==> src/rtl/sptc_pkg.sv <==
package sptc_pkg;
  localparam int CMD_W = 6;

  typedef enum logic [1:0] {
    SEL_USER = 2'd0,
    SEL_CFG  = 2'd1,
    SEL_DATA = 2'd2
  } mem_sel_e;

  typedef enum logic [1:0] {
    PH_CMD,
    PH_LOAD,
    PH_READ
  } phase_e;

  // operation field (command bits [3:0])
  localparam logic [3:0] OP_LD_CFG = 4'h0;
  localparam logic [3:0] OP_LD_PRG = 4'h2;
  localparam logic [3:0] OP_LD_DAT = 4'h3;
  localparam logic [3:0] OP_RD_PRG = 4'h4;
  localparam logic [3:0] OP_RD_DAT = 4'h5;
  localparam logic [3:0] OP_INC    = 4'h6;

  // fully decoded commands
  localparam logic [5:0] CMD_BEGIN_EP = 6'b001000;
  localparam logic [5:0] CMD_BEGIN_P  = 6'b011000;
  localparam logic [5:0] CMD_BULK1    = 6'b000001;
  localparam logic [5:0] CMD_BULK2    = 6'b000111;
endpackage

==> src/rtl/sptc_sync.sv <==
module sptc_sync #(
  parameter int STAGES = 2,
  parameter int W      = 2
) (
  input  logic         clk,
  input  logic         rst_n,
  input  logic [W-1:0] d,
  output logic [W-1:0] q
);
  logic [STAGES-1:0][W-1:0] st;

  always_ff @(posedge clk or negedge rst_n) begin
    if (!rst_n) begin
      st <= '0;
    end else begin
      st[0] <= d;
      for (int i = 1; i < STAGES; i++) st[i] <= st[i-1];
    end
  end

  assign q = st[STAGES-1];
endmodule

==> src/rtl/sptc_addr_ctr.sv <==
module sptc_addr_ctr #(
  parameter int AW = 14
) (
  input  logic          clk,
  input  logic          rst_n,
  input  logic          clr,
  input  logic          set_cfg,
  input  logic          inc,
  output logic [AW-1:0] addr
);
  localparam logic [AW-1:0] CFG_BASE = {1'b1, {(AW-1){1'b0}}};

  // region bit is kept; offset wraps inside its half
  function automatic logic [AW-1:0] addr_step(input logic [AW-1:0] a);
    return {a[AW-1], a[AW-2:0] + (AW-1)'(1)};
  endfunction

  always_ff @(posedge clk or negedge rst_n) begin
    if (!rst_n)       addr <= '0;
    else if (clr)     addr <= '0;
    else if (set_cfg) addr <= CFG_BASE;
    else if (inc)     addr <= addr_step(addr);
  end
endmodule

==> src/rtl/sptc_busy_timer.sv <==
module sptc_busy_timer #(
  parameter int CYC = 1000
) (
  input  logic clk,
  input  logic rst_n,
  input  logic clr,
  input  logic start,
  output logic busy
);
  localparam int CW = $clog2(CYC + 1);
  logic [CW-1:0] cnt;

  always_ff @(posedge clk or negedge rst_n) begin
    if (!rst_n)          cnt <= '0;
    else if (clr)        cnt <= '0;
    else if (start)      cnt <= CW'(CYC);
    else if (cnt != '0)  cnt <= cnt - 1'b1;
  end

  assign busy = (cnt != '0);
endmodule

==> src/rtl/ser_prog_target.sv <==
module ser_prog_target
  import sptc_pkg::*;
#(
  parameter int AW          = 14,
  parameter int DW          = 14,
  parameter int DMEM_AW     = 8,
  parameter int DMEM_DW     = 8,
  parameter int BUSY_CYC    = 1000,
  parameter int SYNC_STAGES = 2
) (
  input  logic          clk,
  input  logic          rst_n,
  input  logic          prog_en,
  input  logic          pclk_in,
  input  logic          pdat_in,
  output logic          pdat_out,
  output logic          pdat_oe,
  input  logic          code_protect,
  output logic          busy,
  output logic [AW-1:0] mem_addr,
  output logic [1:0]    mem_sel,
  input  logic [DW-1:0] mem_rdata,
  output logic [DW-1:0] mem_wdata,
  output logic          mem_we,
  output logic          mem_erase,
  output logic          mem_bulk
);
  localparam int FRAME_LEN = DW + 2;
  localparam int CNT_W     = $clog2(FRAME_LEN + 1);
  localparam int IW        = $clog2(DW);
  localparam logic [AW-2:0] HOLE_LO = (AW-1)'(8);
  localparam logic [AW-2:0] HOLE_HI = (AW-1)'(15);

  // ---------------- input synchronizers and edge events
  logic [1:0] s_q;
  logic       pclk_s, pdat_s, pclk_d, pe_rise, pe_fall, clr;

  sptc_sync #(.STAGES(SYNC_STAGES), .W(2)) u_sync (
    .clk (clk), .rst_n (rst_n), .d ({pdat_in, pclk_in}), .q (s_q)
  );
  assign pclk_s = s_q[0];
  assign pdat_s = s_q[1];
  assign clr    = !prog_en;

  always_ff @(posedge clk or negedge rst_n) begin
    if (!rst_n) pclk_d <= 1'b0;
    else        pclk_d <= pclk_s;
  end
  assign pe_rise = pclk_s & ~pclk_d;
  assign pe_fall = ~pclk_s & pclk_d;

  // ---------------- state
  phase_e          phase;
  mem_sel_e        sel_q;
  logic [CNT_W-1:0] fcnt, rcnt;
  logic [CMD_W-1:0] cmd_sh, cmd_nxt;
  logic [DW-1:0]    din_sh, dout_sh, wdata_q;
  logic             load_valid, bulk_armed;
  logic [AW-1:0]    addr_q;
  logic [IW-1:0]    fidx, ridx;

  // ---------------- decode (named events)
  logic [3:0] op4;
  logic ev_cmd_done, ev_cmd_take, ev_inc, ev_set_cfg, ev_begin, ev_bulk;
  logic is_begin_ep, is_begin_p, is_bulk1, is_bulk2, is_load, is_read;
  logic in_read;

  assign cmd_nxt     = {pdat_s, cmd_sh[CMD_W-1:1]};
  assign op4         = cmd_nxt[3:0];
  assign is_begin_ep = (cmd_nxt == CMD_BEGIN_EP);
  assign is_begin_p  = (cmd_nxt == CMD_BEGIN_P);
  assign is_bulk1    = (cmd_nxt == CMD_BULK1);
  assign is_bulk2    = (cmd_nxt == CMD_BULK2);
  assign is_load     = (op4 == OP_LD_CFG) || (op4 == OP_LD_PRG) || (op4 == OP_LD_DAT);
  assign is_read     = (op4 == OP_RD_PRG) || (op4 == OP_RD_DAT);

  assign ev_cmd_done = (phase == PH_CMD) && pe_fall && (fcnt == CNT_W'(CMD_W - 1));
  assign ev_cmd_take = ev_cmd_done && !busy;
  assign ev_inc      = ev_cmd_take && (op4 == OP_INC);
  assign ev_set_cfg  = ev_cmd_take && (op4 == OP_LD_CFG);
  assign ev_begin    = ev_cmd_take && (is_begin_ep || is_begin_p) && load_valid;
  assign ev_bulk     = ev_cmd_take && is_bulk2 && bulk_armed;
  assign in_read     = (phase == PH_READ);

  assign fidx = IW'(fcnt - 1'b1);
  assign ridx = IW'(rcnt - 1'b1);

  // ---------------- arithmetic helpers
  function automatic mem_sel_e prog_target(input logic [AW-1:0] a);
    return a[AW-1] ? SEL_CFG : SEL_USER;
  endfunction

  function automatic logic [DW-1:0] read_value(input mem_sel_e s, input logic [AW-1:0] a,
                                               input logic [DW-1:0] rd, input logic cp);
    logic [AW-2:0] off;
    off = a[AW-2:0];
    if (s == SEL_DATA) return cp ? '0 : {{(DW-DMEM_DW){1'b0}}, rd[DMEM_DW-1:0]};
    if (s == SEL_CFG && off >= HOLE_LO && off <= HOLE_HI) return '1;
    return rd;
  endfunction

  function automatic logic [DW-1:0] narrow_data(input logic [DW-1:0] w);
    return {{(DW-DMEM_DW){1'b0}}, w[DMEM_DW-1:0]};
  endfunction

  // ---------------- sub-blocks
  sptc_addr_ctr #(.AW(AW)) u_addr (
    .clk (clk), .rst_n (rst_n), .clr (clr),
    .set_cfg (ev_set_cfg), .inc (ev_inc), .addr (addr_q)
  );

  sptc_busy_timer #(.CYC(BUSY_CYC)) u_busy (
    .clk (clk), .rst_n (rst_n), .clr (clr),
    .start (ev_begin || ev_bulk), .busy (busy)
  );

  // ---------------- frame engine
  always_ff @(posedge clk or negedge rst_n) begin
    if (!rst_n) begin
      phase <= PH_CMD;  sel_q <= SEL_USER;  fcnt <= '0;  rcnt <= '0;
      cmd_sh <= '0;  din_sh <= '0;  dout_sh <= '0;  wdata_q <= '0;
      load_valid <= 1'b0;  bulk_armed <= 1'b0;
      pdat_out <= 1'b0;  pdat_oe <= 1'b0;
      mem_we <= 1'b0;  mem_erase <= 1'b0;  mem_bulk <= 1'b0;
    end else if (clr) begin
      phase <= PH_CMD;  sel_q <= SEL_USER;  fcnt <= '0;  rcnt <= '0;
      cmd_sh <= '0;  din_sh <= '0;  dout_sh <= '0;  wdata_q <= '0;
      load_valid <= 1'b0;  bulk_armed <= 1'b0;
      pdat_out <= 1'b0;  pdat_oe <= 1'b0;
      mem_we <= 1'b0;  mem_erase <= 1'b0;  mem_bulk <= 1'b0;
    end else begin
      mem_we    <= ev_begin;
      mem_erase <= ev_begin && is_begin_ep;
      mem_bulk  <= ev_bulk;
      if (ev_begin) load_valid <= 1'b0;

      unique case (phase)
        PH_CMD: begin
          if (pe_fall) begin
            cmd_sh <= cmd_nxt;
            if (ev_cmd_done) begin
              fcnt <= '0;
              if (!busy) begin
                bulk_armed <= is_bulk1;
                if (is_load) begin
                  phase <= PH_LOAD;
                  if (op4 == OP_LD_DAT)      sel_q <= SEL_DATA;
                  else if (op4 == OP_LD_CFG) sel_q <= SEL_CFG;
                  else                       sel_q <= prog_target(addr_q);
                end else if (is_read) begin
                  phase      <= PH_READ;
                  rcnt       <= '0;
                  load_valid <= 1'b0;
                  sel_q      <= (op4 == OP_RD_DAT) ? SEL_DATA : prog_target(addr_q);
                end
              end
            end else begin
              fcnt <= fcnt + 1'b1;
            end
          end
        end

        PH_LOAD: begin
          if (pe_fall) begin
            if (fcnt >= CNT_W'(1) && fcnt <= CNT_W'(DW)) din_sh[fidx] <= pdat_s;
            if (fcnt == CNT_W'(FRAME_LEN - 1)) begin
              phase      <= PH_CMD;
              fcnt       <= '0;
              wdata_q    <= (sel_q == SEL_DATA) ? narrow_data(din_sh) : din_sh;
              load_valid <= 1'b1;
            end else begin
              fcnt <= fcnt + 1'b1;
            end
          end
        end

        PH_READ: begin
          if (pe_rise) begin
            rcnt <= rcnt + 1'b1;
            if (rcnt == '0) begin
              dout_sh <= read_value(sel_q, addr_q, mem_rdata, code_protect);
            end else if (rcnt <= CNT_W'(DW)) begin
              pdat_oe  <= 1'b1;
              pdat_out <= dout_sh[ridx];
            end else begin
              pdat_oe  <= 1'b0;
              pdat_out <= 1'b0;
            end
          end
          if (pe_fall) begin
            if (fcnt == CNT_W'(FRAME_LEN - 1)) begin
              phase   <= PH_CMD;
              fcnt    <= '0;
              pdat_oe <= 1'b0;
            end else begin
              fcnt <= fcnt + 1'b1;
            end
          end
        end

        default: phase <= PH_CMD;
      endcase
    end
  end

  // ---------------- memory port
  assign mem_sel   = sel_q;
  assign mem_addr  = (sel_q == SEL_DATA) ? {{(AW-DMEM_AW){1'b0}}, addr_q[DMEM_AW-1:0]} : addr_q;
  assign mem_wdata = wdata_q;
endmodule

==> config.mk <==
export PLATFORM = sky130hd
export DESIGN_NAME = ser_prog_target
export DESIGN_NICKNAME = d
export VERILOG_FILES = /design/src/rtl/sptc_pkg.sv /design/src/rtl/sptc_sync.sv /design/src/rtl/sptc_addr_ctr.sv /design/src/rtl/sptc_busy_timer.sv /design/src/rtl/ser_prog_target.sv
export SDC_FILE = /design/constraint.sdc
export NUM_CORES = 1
export LEC_CHECK = 0
export ABC_AREA = 1
export ABC_CLOCK_PERIOD_IN_PS = 1900
export BUFFER_PORTS_ARGS = -buffer_cell sky130_fd_sc_hd__buf_2
export CAP_MARGIN = 20
export CORE_ASPECT_RATIO = 0.5
export CORE_MARGIN = 2
export CORE_UTILIZATION = 40
export CTS_CLUSTER_SIZE = 30
export DETAILED_ROUTE_END_ITERATION = 12
export GPL_ROUTABILITY_DRIVEN = 0
export SLEW_MARGIN = 25
export SYNTH_ARGS = -nofsm -noshare
export SYNTH_HDL_FRONTEND = slang
export SYNTH_SLANG_ARGS = --single-unit
==> constraint.sdc <==
create_clock -name clk -period 1.9 [get_ports clk]
set_input_delay 0.57 -clock clk [delete_from_list [all_inputs] [get_ports clk]]
set_output_delay 0.57 -clock clk [all_outputs]
set_load 0.02 [all_outputs]
======== After elaboration in Yosys (flattened, before gate mapping) ========
Cells that the tools add are included.
operators by class
  $lt $le $gt $ge ......................... 8
  bitwise operators ....................... 4
  reductions and logical operators ........ 35
  equality and inequality tests ........... 41
  multiplexer cells ....................... 108
  add/subtract/negate cells ............... 6
operators with widths
  cell                                                                                   number
  14-bit two-way mux                                                                     20
  5-bit two-way mux                                                                      12
  1-bit two-way mux                                                                      44
  2-bit two-way mux                                                                      17
  10-bit two-way mux                                                                     3
  2-bit by 1-bit != test with 1-bit output (second input constant)                       10
  5-bit one-hot mux with 2 select lines                                                  2
  6-bit two-way mux                                                                      3
  3-bit != test (second input constant)                                                  6
  3-bit AND reduction                                                                    5
  14-bit bitwise mux                                                                     1
  1-bit logical AND                                                                      14
  13-bit by 1-bit adder with 13-bit output (second input constant)                       1
  13-bit by 4-bit greater-or-equal comparator with 1-bit output (second input constant)  1
  13-bit by 4-bit <= comparator with 1-bit output (second input constant)                1
  13-bit two-way mux                                                                     1
  4-bit by 3-bit equality test with 1-bit output (second input constant)                 3
  3-bit by 1-bit != test with 1-bit output (second input constant)                       4
  5-bit by 1-bit adder with 5-bit output (second input constant)                         2
  5-bit by 4-bit <= comparator with 1-bit output (second input constant)                 2
  4-bit by 5-bit < comparator with 1-bit output (second input constant)                  2
  10-bit nonzero test                                                                    1
  10-bit by 1-bit subtractor with 10-bit output (second input constant)                  1
  3-bit by 2-bit != test with 1-bit output (second input constant)                       3
  other kinds (32)                                                                       43
word-level totals
  output and inout bits ................... 36
  register bits ........................... 98
  input bits .............................. 20
  word-level logic and storage cells ...... 223

======== Logic depth before layout (Yosys ltp) ========
Gate-level depths: netlist of run 1.
  word-level depth ........................ 17
  depth in mapped cells ................... 12
  gate-level depth less buffers ........... 12

======== Modules after synthesis ========
From an unflattened synthesis of run 1, not the netlist that was laid out.
second synthesis, totals
  cell total of the unflattened synthesis .. 764
  area total of the unflattened synthesis .. 5,735.5 sq um
by module, submodules not included
  module           area each (sq um)  times used  cells each  seq. area each (sq um)
  ser_prog_target  4,242.8            1           576         1,726.7
  sptc_addr_ctr    778.2              1           99          350.3
  sptc_busy_timer  599.3              1           83          250.2
  sptc_sync        115.1              1           6           100.1

======== Worst setup path after synthesis of run 1 ========
Ideal clock, no wire load.
  path kind ............................... register -> output
  start point ............................. reg sel_q[0], in the netlist mem_sel[0]
  end point ............................... out mem_addr[10]
  setup slack ............................. 0.137 ns
  cell stages (with the launch flop) ...... 6
  arrival time ............................ 1.193 ns
  required time ........................... 1.330 ns
  buffers on the path ..................... 1
  path through ............................ dfrtp_1 inv_1 nand2_1 inv_1 clkbuf_1 nor2_1
on the way
  longest elaborated chain between the ends .. 2
ends and longest elaborated chain
  what                    line                    RTL
  from (decl)             ser_prog_target.sv:54   mem_sel_e sel_q;
  from (signal assigned)  ser_prog_target.sv:149  else sel_q <= prog_target(addr_q);
  from (signal assigned)  ser_prog_target.sv:154  sel_q <= (op4 == OP_RD_DAT) ? SEL_DATA : prog_target(addr_q);
  2-bit equality test     ser_prog_target.sv:208  assign mem_addr = (sel_q == SEL_DATA) ? {{(AW-DMEM_AW){1'b0}}, addr_q[DMEM_AW-1:0]} : addr_q;
  14-bit two-way mux      ser_prog_target.sv:208
  to (decl)               ser_prog_target.sv:20   output logic [AW-1:0] mem_addr,
Every way passes these cells.

======== Worst setup path in the final report of run 1 ========
  start point ............................. reg u_busy.cnt[3]
  end point ............................... out busy
on the way
  longest elaborated chain between the ends .. 1
ends and longest elaborated chain
  what                    line                   RTL
  from (decl)             sptc_busy_timer.sv:11  logic [CW-1:0] cnt;
  from (signal assigned)  sptc_busy_timer.sv:16  else if (start) cnt <= CW'(CYC);
  from (signal assigned)  sptc_busy_timer.sv:17  else if (cnt != '0) cnt <= cnt - 1'b1;
  10-bit nonzero test     sptc_busy_timer.sv:20  assign busy = (cnt != '0);
  to (decl)               ser_prog_target.sv:19  output logic busy,
Every way passes these cells.

==> results of run 1 <==
==> power breakdown <==
part           switching [mW]  internal, mW  total [mW]  leakage (nW)
sequential              0.162          2.23        2.39          1.33
combinational            1.31         0.800        2.11          2.02
clock                   0.756          1.14        1.89         0.148
total                    2.22          4.16        6.39          3.49
==> layout make-up <==
class	count	area, sq um
clock inverters	4	70.1
multi-input cells	520	2740
flip-flops and latches	97	2430
well taps	192	240
inverters	96	365
repair buffers	88	576
clock buffers	10	229
fillers	1339	6940
==> metal layers <==
metal	global-route usage [%]	part of all wire, %
met2	27.6	44
met3	3.39	4.2
met1	24.5	51
met4	4.24	0.92
met5	0	0
==> cells by family (layout without fill, tap and decap cells) <==
group           count (synthesis)  count (layout)  share of synthesized area (%)
simple gates                  416             416                           33.0
mux                             1               1                          0.179
buf+inv                       121             198                           9.02
flops                          97              97                           43.4
xor+xnor                       15              15                           2.35
fa+ha+maj                      19              19                           4.25
compound gates                 69              69                           7.75
==> critical path: cells and delay by family (launching register included) <==
kind	cells	cell delay, ns
buf+inv	2	0.21
simple gates	3	0.35
flops	1	0.42
==> state kept, by name, summed over array words and instances, names as in the netlist, 2 cells and up <==
signal	count
mem_sel	2
din_sh	14
u_sync.q	2
phase	2
dout_sh	14
u_addr.addr	14
rcnt	5
u_busy.cnt	10
cmd_sh	5
u_sync.st	2
fcnt	5
mem_wdata	14
==> layout by cell type (no fill, tap or decap), types with 2 or more instances in the layout <==
cell type	count
sky130_fd_sc_hd__nand4_1	15
sky130_fd_sc_hd__buf_4	31
sky130_fd_sc_hd__nor3_1	15
sky130_fd_sc_hd__bufinv_16	2
sky130_fd_sc_hd__nand2_1	214
sky130_fd_sc_hd__xor2_1	11
sky130_fd_sc_hd__nor2_4	4
sky130_fd_sc_hd__buf_12	3
sky130_fd_sc_hd__a21oi_2	2
sky130_fd_sc_hd__nor2_1	83
sky130_fd_sc_hd__nor2_2	6
sky130_fd_sc_hd__nand2_2	4
sky130_fd_sc_hd__buf_2	52
sky130_fd_sc_hd__nand3_1	57
sky130_fd_sc_hd__o21ai_1	13
sky130_fd_sc_hd__nand3b_1	2
sky130_fd_sc_hd__nand2_4	2
sky130_fd_sc_hd__buf_6	2
sky130_fd_sc_hd__xnor2_1	4
sky130_fd_sc_hd__a21oi_1	8
sky130_fd_sc_hd__clkinv_1	2
sky130_fd_sc_hd__inv_2	16
sky130_fd_sc_hd__inv_1	76
sky130_fd_sc_hd__o21ai_0	15
sky130_fd_sc_hd__nand3_4	2
sky130_fd_sc_hd__o22ai_1	6
sky130_fd_sc_hd__clkinv_2	2
sky130_fd_sc_hd__nand3_2	6
sky130_fd_sc_hd__dfrtp_1	96
sky130_fd_sc_hd__clkbuf_16	9
sky130_fd_sc_hd__o21a_1	15
sky130_fd_sc_hd__ha_1	15
sky130_fd_sc_hd__ha_4	3
sky130_fd_sc_hd__inv_4	2
sky130_fd_sc_hd__o31ai_1	6
==> metrics by stage <==
stage               area, sq um  utilization, %  setup WS (ns)  std cells  setup TNS [ns]
finish                     6650            48.9         0.0291       1007               0
CTS                        6520            48.0        0.00427       1002               0
floorplan                  5590               -          0.137        738               0
global route               6650            48.9        -0.0284       1007         -0.0340
global placement           6170            45.4         0.0744        983               0
detailed placement         6170            45.4         0.0552        983               0
==> final timing paths <==
check                                   start         endpoint  slack (ns)  depth (start not counted)
worst max-delay path            u_busy.cnt[3]             busy        0.03                          5
worst min-delay path                    rst_n     mem_wdata[0]        0.15                          1
worst max register to register       phase[1]  u_addr.addr[11]        0.18                         12
worst min register to register   u_sync.st[1]      u_sync.q[1]        0.34                          0
max in group asynchronous               rst_n          fcnt[0]        1.18                          2
min in group clk                      pdat_in     u_sync.st[1]        0.34                          1
==> timing repair <==
action,CTS,global route
setup endpoints to repair,7,42
setup buffers,5,5
cloned,0,0
pin swaps,0,5
resized for setup,5,28
==> impl_summary.log, run 1 <==
[metrics] slew margin rel.: 72.1%
[metrics] post-synthesis instance total: 738
[metrics] cell with the biggest individual delay on the critical path: sky130_fd_sc_hd__dfrtp_1
[metrics] endpoint required time on the critical path: 1.33 ns
[metrics] setup repair after global routing missed its margin: yes
[metrics] top-count cell post-synth: sky130_fd_sc_hd__nand2_1
[metrics] most common library cells after synthesis: sky130_fd_sc_hd__nand2_1, sky130_fd_sc_hd__dfrtp_1, sky130_fd_sc_hd__nor2_1, sky130_fd_sc_hd__inv_1, sky130_fd_sc_hd__nand3_1
[metrics] mean instance size in the synthesized netlist: 7.57 sq um
[metrics] Nets: 851
[metrics] Worst Setup End Kind: primary output
[metrics] antenna violations before repair: 0
[metrics] number of top-level pins: 56
[metrics] estimated wirelength of the detail-placed design: 9.10 mm
[metrics] critical path type: flip-flop to primary output
[metrics] via count of the first global-routing pass: 4442
[metrics] portion of the clock cycle consumed by the worst path in the final layout: 98.5%
[metrics] post-detailed-route wirelength per cell: 12.3 microns
[metrics] number of detailed-route iterations in the first pass: 5
[metrics] Initial Util: 41.1%
[metrics] residual overflow from global routing: 0
[metrics] root buffer cell: sky130_fd_sc_hd__clkbuf_16
[metrics] Synthesis Warnings: 0
[metrics] PD cells: 961 mW/mm^2
[metrics] total global routing track utilization: 17.3%
[metrics] number of vias after detailed routing: 4775
[metrics] clock insertion delay at the later pin of the skew report: 0.34 ns
[metrics] Port Buf Inserts: 55
[metrics] distinct cell type count after synthesis: 41
[metrics] area enclosed by the die boundary: 0.0150 sq mm
[metrics] TritonCTS clock tree: yes
[metrics] Seq cells post-synth: 97
[metrics] summed instance area of the synthesized netlist: 0.00559 sq mm
[metrics] CP cell instances: nor2_2 > nand3_2 > inv_2 > nand2_2 > buf_6
[metrics] floorplan die width: 171 microns
[metrics] iteration-0 DRC count of the detailed router: 316
[metrics] count of pins over their slew limit: 0
[metrics] post-synthesis net count: 777
[metrics] clock transition at the registers of the reported paths: 0.07 ns
[metrics] antenna-violating nets left: 0
[metrics] dominant cell type by area after synthesis: sky130_fd_sc_hd__dfrtp_1
[metrics] upper clock frequency limit: 535 MHz
[metrics] path type of the worst min-delay path: primary input to asynchronous set/reset pin
[metrics] H-Tree Level Count: 3
[metrics] startpoint kind of the worst setup timing path: flip-flop
[metrics] Placement Rows: 30
[metrics] Setup Skew: 0.00806 ns
[metrics] number of enable flip-flop cells after synthesis: 0
[metrics] Vias per Instance: 4.74
[metrics] leakage power: 3.49 nW
[metrics] maximum buffer depth of the clock tree: 2
[metrics] ys async rst share: 100%
[metrics] minimum hold slack: 0.145 ns
[metrics] fraction of post-synthesis cell area in the top cell type by area: 43.4%
[metrics] Chip Height: 87.6 microns
[metrics] CP max stage delay: 0.42 ns
[metrics] pin count of the biggest net entering global routing: 48
[metrics] total routed wirelength: 12.3 mm
[metrics] Max-Cap Viols: 0
[metrics] fraction of layout instances using a drive strength above 1: 19.3%
[metrics] Max FO, Critical Path: 3
[metrics] quantity of hold-fixing buffers added after cts: 0
[metrics] drt drc: 0
[metrics] Seq/Total Area, Yosys: 43.4%
[metrics] Power, Total: 6.39 mW
[metrics] final count of negative-setup-slack endpoints: 0
[metrics] number of hold-slack violations in the final timing report: 0
[metrics] Layout Area Growth over Synthesis: 18.9%
[metrics] wire length of the first global-routing pass: 20.8 mm
[metrics] measured slew at the worst slew-check pin: 0.415 ns
[metrics] flip-flop cell with the highest count after synthesis: sky130_fd_sc_hd__dfrtp_1
[metrics] CTS sink count: 97
[metrics] leading cell types by total area after synthesis: sky130_fd_sc_hd__dfrtp_1, sky130_fd_sc_hd__nand2_1, sky130_fd_sc_hd__nor2_1, sky130_fd_sc_hd__inv_1, sky130_fd_sc_hd__nand3_1
[metrics] worst vdd rail ir drop: 481 uV
[metrics] Placeable Area: 0.0136 sq mm
[metrics] number of buffers added by the clock tree synthesis step: 9
[metrics] Worst EP arrival: 1.30 ns
[metrics] outcome: finished clean
[metrics] Final min period: 1.87 ns
[metrics] count of inserted antenna diode cells: 0
Note: power is estimated with default switching activity, not from simulation.
==> run 2: changes to the inputs <==
--- a/config.mk
+++ b/config.mk
@@ -15,6 +15,8 @@
 export CTS_CLUSTER_SIZE = 30
 export DETAILED_ROUTE_END_ITERATION = 12
 export GPL_ROUTABILITY_DRIVEN = 0
+export GPL_TIMING_DRIVEN = 0
+export PLACE_DENSITY = 0.63
 export SLEW_MARGIN = 25
 export SYNTH_ARGS = -nofsm -noshare
 export SYNTH_HDL_FRONTEND = slang
==> constraint.sdc (replaced) <==
create_clock -name clk -period 1.9 [get_ports clk]
set_input_delay 0.095 -clock clk [delete_from_list [all_inputs] [get_ports clk]]
set_output_delay 0.095 -clock clk [all_outputs]
set_load 0.02 [all_outputs]
==> run 2 against run 1 <==
First-iteration DRC count decreased by 26%. Fmax increased by 5.4%. Sequential cell count unchanged. Non-clock buffer count increased by 10. Die area unchanged. Routed wire length increased by 4.4%. Global-route usage increased by 1.1 points.
==> impl_summary.log, run 2 (synthesis results as in run 1) <==
[metrics] commonest cells after routing, fill and taps aside: sky130_fd_sc_hd__nand2_1, sky130_fd_sc_hd__dfrtp_1, sky130_fd_sc_hd__nor2_1 (unchanged)
[metrics] Max FO, Critical Path: 10 (was 3)
[metrics] H-Tree Level Count: 3 (unchanged)
[metrics] Nets: 861 (was 851)
[metrics] setup repair after global routing missed its margin: yes (unchanged)
[metrics] CTS sink count: 97 (unchanged)
[metrics] Power, Total: 6.45 mW (was 6.39 mW)
[metrics] total routed wirelength: 12.9 mm (was 12.3 mm)
[metrics] endpoint required time on the critical path: 2.19 ns (was 1.33 ns)
[metrics] Port Buf Inserts: 55 (unchanged)
[metrics] flop-to-flop setup slack: 0.13 ns (was 0.18 ns)
[metrics] Vias per Instance: 4.78 (was 4.74)
[metrics] upper clock frequency limit: 564 MHz (was 535 MHz)
[metrics] post-route setup slack: 0.125 ns (was 0.0291 ns)
[metrics] path type of the worst min-delay path: primary input to flip-flop (was primary input to asynchronous set/reset pin)
[metrics] area enclosed by the die boundary: 0.0150 sq mm (unchanged)
[metrics] leakage power: 3.52 nW (was 3.49 nW)
[metrics] capture point of the worst reg-to-reg path: u_addr.addr[11] (unchanged)
[metrics] iteration-0 DRC count of the detailed router: 233 (was 316)
[metrics] Final min period: 1.77 ns (was 1.87 ns)
[metrics] number of buffers added by the clock tree synthesis step: 9 (unchanged)
[metrics] root buffer cell: sky130_fd_sc_hd__clkbuf_16 (unchanged)
[metrics] pin count of the biggest net entering global routing: 54 (was 48)
[metrics] critical path endpoint: u_addr.addr[11] (was busy)
[metrics] startpoint kind of the worst setup timing path: flip-flop (unchanged)
[metrics] clock transition at the registers of the reported paths: 0.07 ns (about the same)
[metrics] portion of the clock cycle consumed by the worst path in the final layout: 93.4% (was 98.5%)
[metrics] summed area of non-filler cells in the final layout: 0.00674 sq mm (was 0.00665 sq mm)
[metrics] via count of the first global-routing pass: 4606 (was 4442)
[metrics] Layout Area Growth over Synthesis: 20.6% (was 18.9%)
[metrics] minimum hold slack: 0.0217 ns (was 0.145 ns)
[metrics] final count of negative-setup-slack endpoints: 0 (unchanged)
[metrics] start of the worst register-to-register path: fcnt[1] (was phase[1])
[metrics] Worst Setup End Kind: flip-flop (was primary output)
[metrics] Chip Height: 87.6 microns (unchanged)
[metrics] drt drc: 0 (unchanged)
[metrics] post-detailed-route wirelength per cell: 12.6 microns (was 12.3 microns)
[metrics] total global routing track utilization: 18.4% (was 17.3%)
[metrics] Max-Cap Viols: 0 (unchanged)
[metrics] PD cells: 957 mW/mm^2 (was 961 mW/mm^2)
[metrics] wire length of the first global-routing pass: 21.8 mm (was 20.8 mm)
[metrics] measured slew at the worst slew-check pin: 0.555 ns (was 0.415 ns)
[metrics] residual overflow from global routing: 0 (unchanged)
[metrics] Placement Rows: 30 (unchanged)
[metrics] Worst EP arrival: 2.06 ns (was 1.30 ns)
[metrics] Initial Util: 41.1% (unchanged)
[metrics] critical path type: flip-flop to flip-flop (was flip-flop to primary output)
[metrics] number of cells traversed by the worst register-to-register path: 12 (unchanged)
[metrics] fraction of layout instances using a drive strength above 1: 19.1% (was 19.3%)
[metrics] count of pins over their slew limit: 0 (unchanged)
[metrics] slew margin rel.: 63.0% (was 72.1%)
[metrics] worst vdd rail ir drop: 499 uV (was 481 uV)
[metrics] number of top-level pins: 56 (unchanged)
[metrics] Setup Skew: 0.00590 ns (was 0.00806 ns)
[metrics] antenna violations before repair: 0 (unchanged)
[metrics] Placeable Area: 0.0136 sq mm (unchanged)
[metrics] start point of the worst min-delay path: mem_rdata[1]
[metrics] clock insertion delay at the later pin of the skew report: 0.35 ns (was 0.34 ns)
[metrics] outcome: finished clean (unchanged)
[metrics] CP Launch Point: fcnt[1] (was u_busy.cnt[3])
[metrics] total placed instance area: 0.00614 sq mm (was 0.00617 sq mm)
[metrics] most common cell after layout, fill and taps aside: sky130_fd_sc_hd__nand2_1 (unchanged)
[metrics] floorplan die width: 171 microns (unchanged)
[metrics] number of hold-slack violations in the final timing report: 0 (unchanged)
[metrics] maximum buffer depth of the clock tree: 2 (unchanged)
[metrics] number of detailed-route iterations in the first pass: 5 (unchanged)
[metrics] pre-CTS setup slack: -0.295 ns (was 0.0552 ns)
[metrics] estimated wirelength of the detail-placed design: 9.25 mm (was 9.10 mm)
[metrics] antenna-violating nets left: 0 (unchanged)
[metrics] number of vias after detailed routing: 4879 (was 4775)
[metrics] TritonCTS clock tree: yes (unchanged)
run 2: worst min path at each step:
| stage | to | slack [ns] | depth (start not counted) |
|---|---|---|---|
| after floorplan | bulk_armed | -0.20 | 0 |
| after global placement | u_sync.st[1] | 0.20 | 1 |
| after detailed placement | dout_sh[8] | 0.06 | 1 |
| after CTS | dout_sh[4] | 0.01 | 5 |
| after global routing | dout_sh[4] | 0.03 | 5 |
| final | dout_sh[1] | 0.02 | 5 |
run 2: area by class of cell:
cell class / count / area, sq um
Sequential cell: 97 / 2430
Buffer: 25 / 155
Inverter: 96 / 372
Timing Repair Buffer: 73 / 457
Tap cell: 192 / 240
Clock inverter: 5 / 103
Antenna cell: 1 / 2.50
Clock buffer: 11 / 243
Fill cell: 1356 / 6850
Multi-Input combinational cell: 520 / 2740
run 2: layer usage:
layer,global-route usage [%],wire length (microns),vias to the layer above
met2,29.5,5690,98
li1,-,-,2508
met5,0,0,-
met4,5.24,207,0
met1,25.4,6500,2258
met3,4.11,490,15
run 2: through the flow:
step           std cells  util (%)  TNS, ns
2_1_floorplan        738         -        0
3_3_place_gp         985      44.9   -37.32
3_5_place_dp         986      45.2    -5.69
4_1_cts             1013      48.7        0
5_1_grt             1019      49.6  -0.0257
6_report            1020      49.6        0
run 2: repair_timing:
item | 4_1_cts | 5_1_grt
hold endpoints to repair | 46 | 0
resized for setup | 13 | 23
hold buffers | 3 | 0
setup buffers | 8 | 6
pin swaps | 3 | 6
cloned | 0 | 0
setup endpoints to repair | 50 | 69
run 2: worst max-delay path, stage by stage (launching register included):
cell,delay (ns)
sky130_fd_sc_hd__dfrtp_2,0.44
sky130_fd_sc_hd__inv_2,0.09
sky130_fd_sc_hd__ha_2,0.19
sky130_fd_sc_hd__nand2_1,0.06
sky130_fd_sc_hd__clkinv_1,0.04
sky130_fd_sc_hd__nand2_1,0.07
sky130_fd_sc_hd__nor2_4,0.16
sky130_fd_sc_hd__buf_12,0.14
sky130_fd_sc_hd__nand3_4,0.08
sky130_fd_sc_hd__inv_4,0.11
sky130_fd_sc_hd__buf_8,0.14
sky130_fd_sc_hd__nand4_1,0.10
sky130_fd_sc_hd__nand2_1,0.09
run 2: power by group:
| group | total (mW) | switching (mW) | internal, mW |
|---|---|---|---|
| Combinational | 1.96 | 1.27 | 0.690 |
| Sequential | 2.38 | 0.148 | 2.23 |
| Clock | 2.11 | 0.786 | 1.32 |
| Total | 6.45 | 2.21 | 4.24 |
==> run 3: changes to the inputs <==
--- a/config.mk
+++ b/config.mk
@@ -9,6 +9,8 @@
 export ABC_CLOCK_PERIOD_IN_PS = 1900
 export BUFFER_PORTS_ARGS = -buffer_cell sky130_fd_sc_hd__buf_2
 export CAP_MARGIN = 20
+export CELL_PAD_IN_SITES_DETAIL_PLACEMENT = 1
+export CELL_PAD_IN_SITES_GLOBAL_PLACEMENT = 1
 export CORE_ASPECT_RATIO = 0.5
 export CORE_MARGIN = 2
 export CORE_UTILIZATION = 40
@@ -16,7 +18,7 @@
 export DETAILED_ROUTE_END_ITERATION = 12
 export GPL_ROUTABILITY_DRIVEN = 0
 export GPL_TIMING_DRIVEN = 0
-export PLACE_DENSITY = 0.63
+export PLACE_DENSITY = 0.8
 export SLEW_MARGIN = 25
 export SYNTH_ARGS = -nofsm -noshare
 export SYNTH_HDL_FRONTEND = slang
==> run 3 against run 2 <==
Non-clock buffer count fell by 2. Highest routed layer unchanged. Largest cell class unchanged. Power is 1.4% lower. Worst setup slack worse by 0.084 ns. Fmax decreased by 4.5%.
==> impl_summary.log, run 3 (synthesis results as in run 1) <==
[metrics] outcome: finished clean (unchanged)
[metrics] drt drc: 0 (unchanged)
[metrics] floorplan die width: 171 microns (unchanged)
[metrics] capture point of the worst reg-to-reg path: din_sh[9] (was u_addr.addr[11])
[metrics] Worst Setup End Kind: flip-flop (unchanged)
[metrics] endpoint required time on the critical path: 2.18 ns (was 2.19 ns)
[metrics] number of vias after detailed routing: 5086 (was 4879)
[metrics] CTS sink count: 97 (unchanged)
[metrics] CP Launch Point: phase[1] (was fcnt[1])
[metrics] number of buffers added by the clock tree synthesis step: 9 (unchanged)
[metrics] start of the worst register-to-register path: phase[1] (was fcnt[1])
[metrics] setup repair after global routing missed its margin: yes (unchanged)
[metrics] wire length of the first global-routing pass: 24.9 mm (was 21.8 mm)
[metrics] Power, Total: 6.35 mW (was 6.45 mW)
[metrics] residual overflow from global routing: 0 (unchanged)
[metrics] iteration-0 DRC count of the detailed router: 303 (was 233)
[metrics] Vias per Instance: 5.01 (was 4.78)
[metrics] H-Tree Level Count: 3 (unchanged)
[metrics] commonest cells after routing, fill and taps aside: sky130_fd_sc_hd__nand2_1, sky130_fd_sc_hd__dfrtp_1, sky130_fd_sc_hd__nor2_1 (unchanged)
[metrics] TritonCTS clock tree: yes (unchanged)
[metrics] Worst EP arrival: 2.13 ns (was 2.06 ns)
[metrics] worst vdd rail ir drop: 413 uV (was 499 uV)
[metrics] Final min period: 1.86 ns (was 1.77 ns)
[metrics] estimated wirelength of the detail-placed design: 10.7 mm (was 9.25 mm)
[metrics] root buffer cell: sky130_fd_sc_hd__clkbuf_16 (unchanged)
[metrics] number of detailed-route iterations in the first pass: 4 (was 5)
[metrics] slew margin rel.: 57.1% (was 63.0%)
[metrics] clock insertion delay at the later pin of the skew report: 0.35 ns (about the same)
[metrics] Initial Util: 41.1% (unchanged)
[metrics] critical path type: flip-flop to flip-flop (unchanged)
[metrics] pin count of the biggest net entering global routing: 73 (was 54)
[metrics] count of inserted antenna diode cells: 0 (was 1)
[metrics] number of hold-slack violations in the final timing report: 0 (unchanged)
[metrics] count of pins over their slew limit: 0 (unchanged)
[metrics] via count of the first global-routing pass: 5086 (was 4606)
[metrics] final count of negative-setup-slack endpoints: 0 (unchanged)
[metrics] Placement Rows: 30 (unchanged)
[metrics] antenna violations before repair: 0 (unchanged)
[metrics] CP max stage delay: 0.43 ns (was 0.44 ns)
[metrics] Port Buf Inserts: 55 (unchanged)
[metrics] upper clock frequency limit: 538 MHz (was 564 MHz)
[metrics] critical path endpoint: din_sh[9] (was u_addr.addr[11])
[metrics] number of cells traversed by the worst register-to-register path: 7 (was 12)
[metrics] startpoint kind of the worst setup timing path: flip-flop (unchanged)
[metrics] CP cell instances: inv_2 > ha_1 > nand3_1 > nor2_4 > nand3_2 > o21a_1 > nor2_1 (was inv_2 > ha_2 > nand2_1 > clkinv_1 > nand2_1 > nor2_4 > buf_12 > nand3_4 > inv_4 > buf_8 > nand4_1 > nand2_1)
[metrics] number of top-level pins: 56 (unchanged)
[metrics] post-detailed-route wirelength per cell: 15.5 microns (was 12.6 microns)
[metrics] Chip Height: 87.6 microns (unchanged)
[metrics] Nets: 859 (was 861)
[metrics] maximum buffer depth of the clock tree: 2 (unchanged)
[metrics] Max FO, Critical Path: 8 (was 10)
[metrics] Placeable Area: 0.0136 sq mm (unchanged)
[metrics] total routed wirelength: 15.7 mm (was 12.9 mm)
[metrics] PD cells: 942 mW/mm^2 (was 957 mW/mm^2)
[metrics] fraction of layout instances using a drive strength above 1: 19.7% (was 19.1%)
[metrics] setup_tns: 0 ns (unchanged)
[metrics] flop-to-flop setup slack: 0.04 ns (was 0.13 ns)
[metrics] cell with the biggest individual delay on the critical path: sky130_fd_sc_hd__dfrtp_1 (was sky130_fd_sc_hd__dfrtp_2)
[metrics] clock transition at the registers of the reported paths: 0.06 ns (was 0.07 ns)
[metrics] Setup Skew: 0.00738 ns (was 0.00590 ns)
[metrics] Max-Cap Viols: 0 (unchanged)
[metrics] portion of the clock cycle consumed by the worst path in the final layout: 97.8% (was 93.4%)
[metrics] total global routing track utilization: 21.2% (was 18.4%)
[metrics] Layout Area Growth over Synthesis: 20.7% (was 20.6%)
[metrics] leakage power: 3.51 nW (was 3.52 nW)
[metrics] measured slew at the worst slew-check pin: 0.644 ns (was 0.555 ns)
[metrics] antenna-violating nets left: 0 (unchanged)
[metrics] path type of the worst min-delay path: primary input to flip-flop (unchanged)
[metrics] most common cell after layout, fill and taps aside: sky130_fd_sc_hd__nand2_1 (unchanged)
[metrics] area enclosed by the die boundary: 0.0150 sq mm (unchanged)
[metrics] start point of the worst min-delay path: mem_rdata[7] (was mem_rdata[1])
## run 3: worst min-delay path by stage
stage,cells past startpoint,end
final,5,dout_sh[7]
after global routing,5,dout_sh[7]
after CTS,5,dout_sh[2]
after detailed placement,1,dout_sh[9]
after global placement,1,u_sync.st[1]
after floorplan,0,bulk_armed
## run 3: worst max-delay path: cells and delay by family (launching register included)
family          cells  cell delay [ns]
flops               1             0.43
fa+ha+maj           1             0.26
simple gates        4             0.75
compound gates      1             0.24
buf+inv             1             0.11
## run 3: layer usage
metal	vias to the layer above	GRT usage, %	wire (microns)
met5	-	0	0
met4	0	6.24	271
met3	24	3.84	467
met2	79	37.3	7820
met1	2489	27.2	7160
li1	2494	-	-
## run 3: final cells by class
type                            count  area (sq um)
Fill cell                        1729          6850
Multi-Input combinational cell    520          2810
Sequential cell                    97          2430
Timing Repair Buffer               71           442
Inverter                           96           374
Clock buffer                       11           243
Tap cell                          192           240
Buffer                             25           160
Clock inverter                      3          42.5
## run 3: repair_timing
action / 4_1_cts / 5_1_grt
cloned: 0 / 0
setup buffers: 6 / 6
pin swaps: 1 / 5
hold buffers: 3 / 0
gates resized for setup: 21 / 33
hold endpoints to repair: 99 / 0
setup endpoints to repair: 56 / 60
## run 3: power breakdown
part	switching (mW)	internal, mW	total (mW)
sequential	0.156	2.23	2.39
clock	0.780	1.04	1.82
combinational	1.42	0.726	2.15
total	2.36	4.00	6.35
## run 3: metrics by stage
step	utilization [%]	hold slack (ns)	worst slack [ns]	instance area, sq um	std cells
global route	49.6	0.0411	-0.0449	6740	1015
finish	49.6	0.0205	0.0419	6740	1015
floorplan	-	-0.201	0.155	5590	738
CTS	48.2	0.0121	0.00355	6550	1009
detailed placement	45.2	-0.0257	-0.387	6140	986
global placement	44.9	0.203	-0.330	6100	985
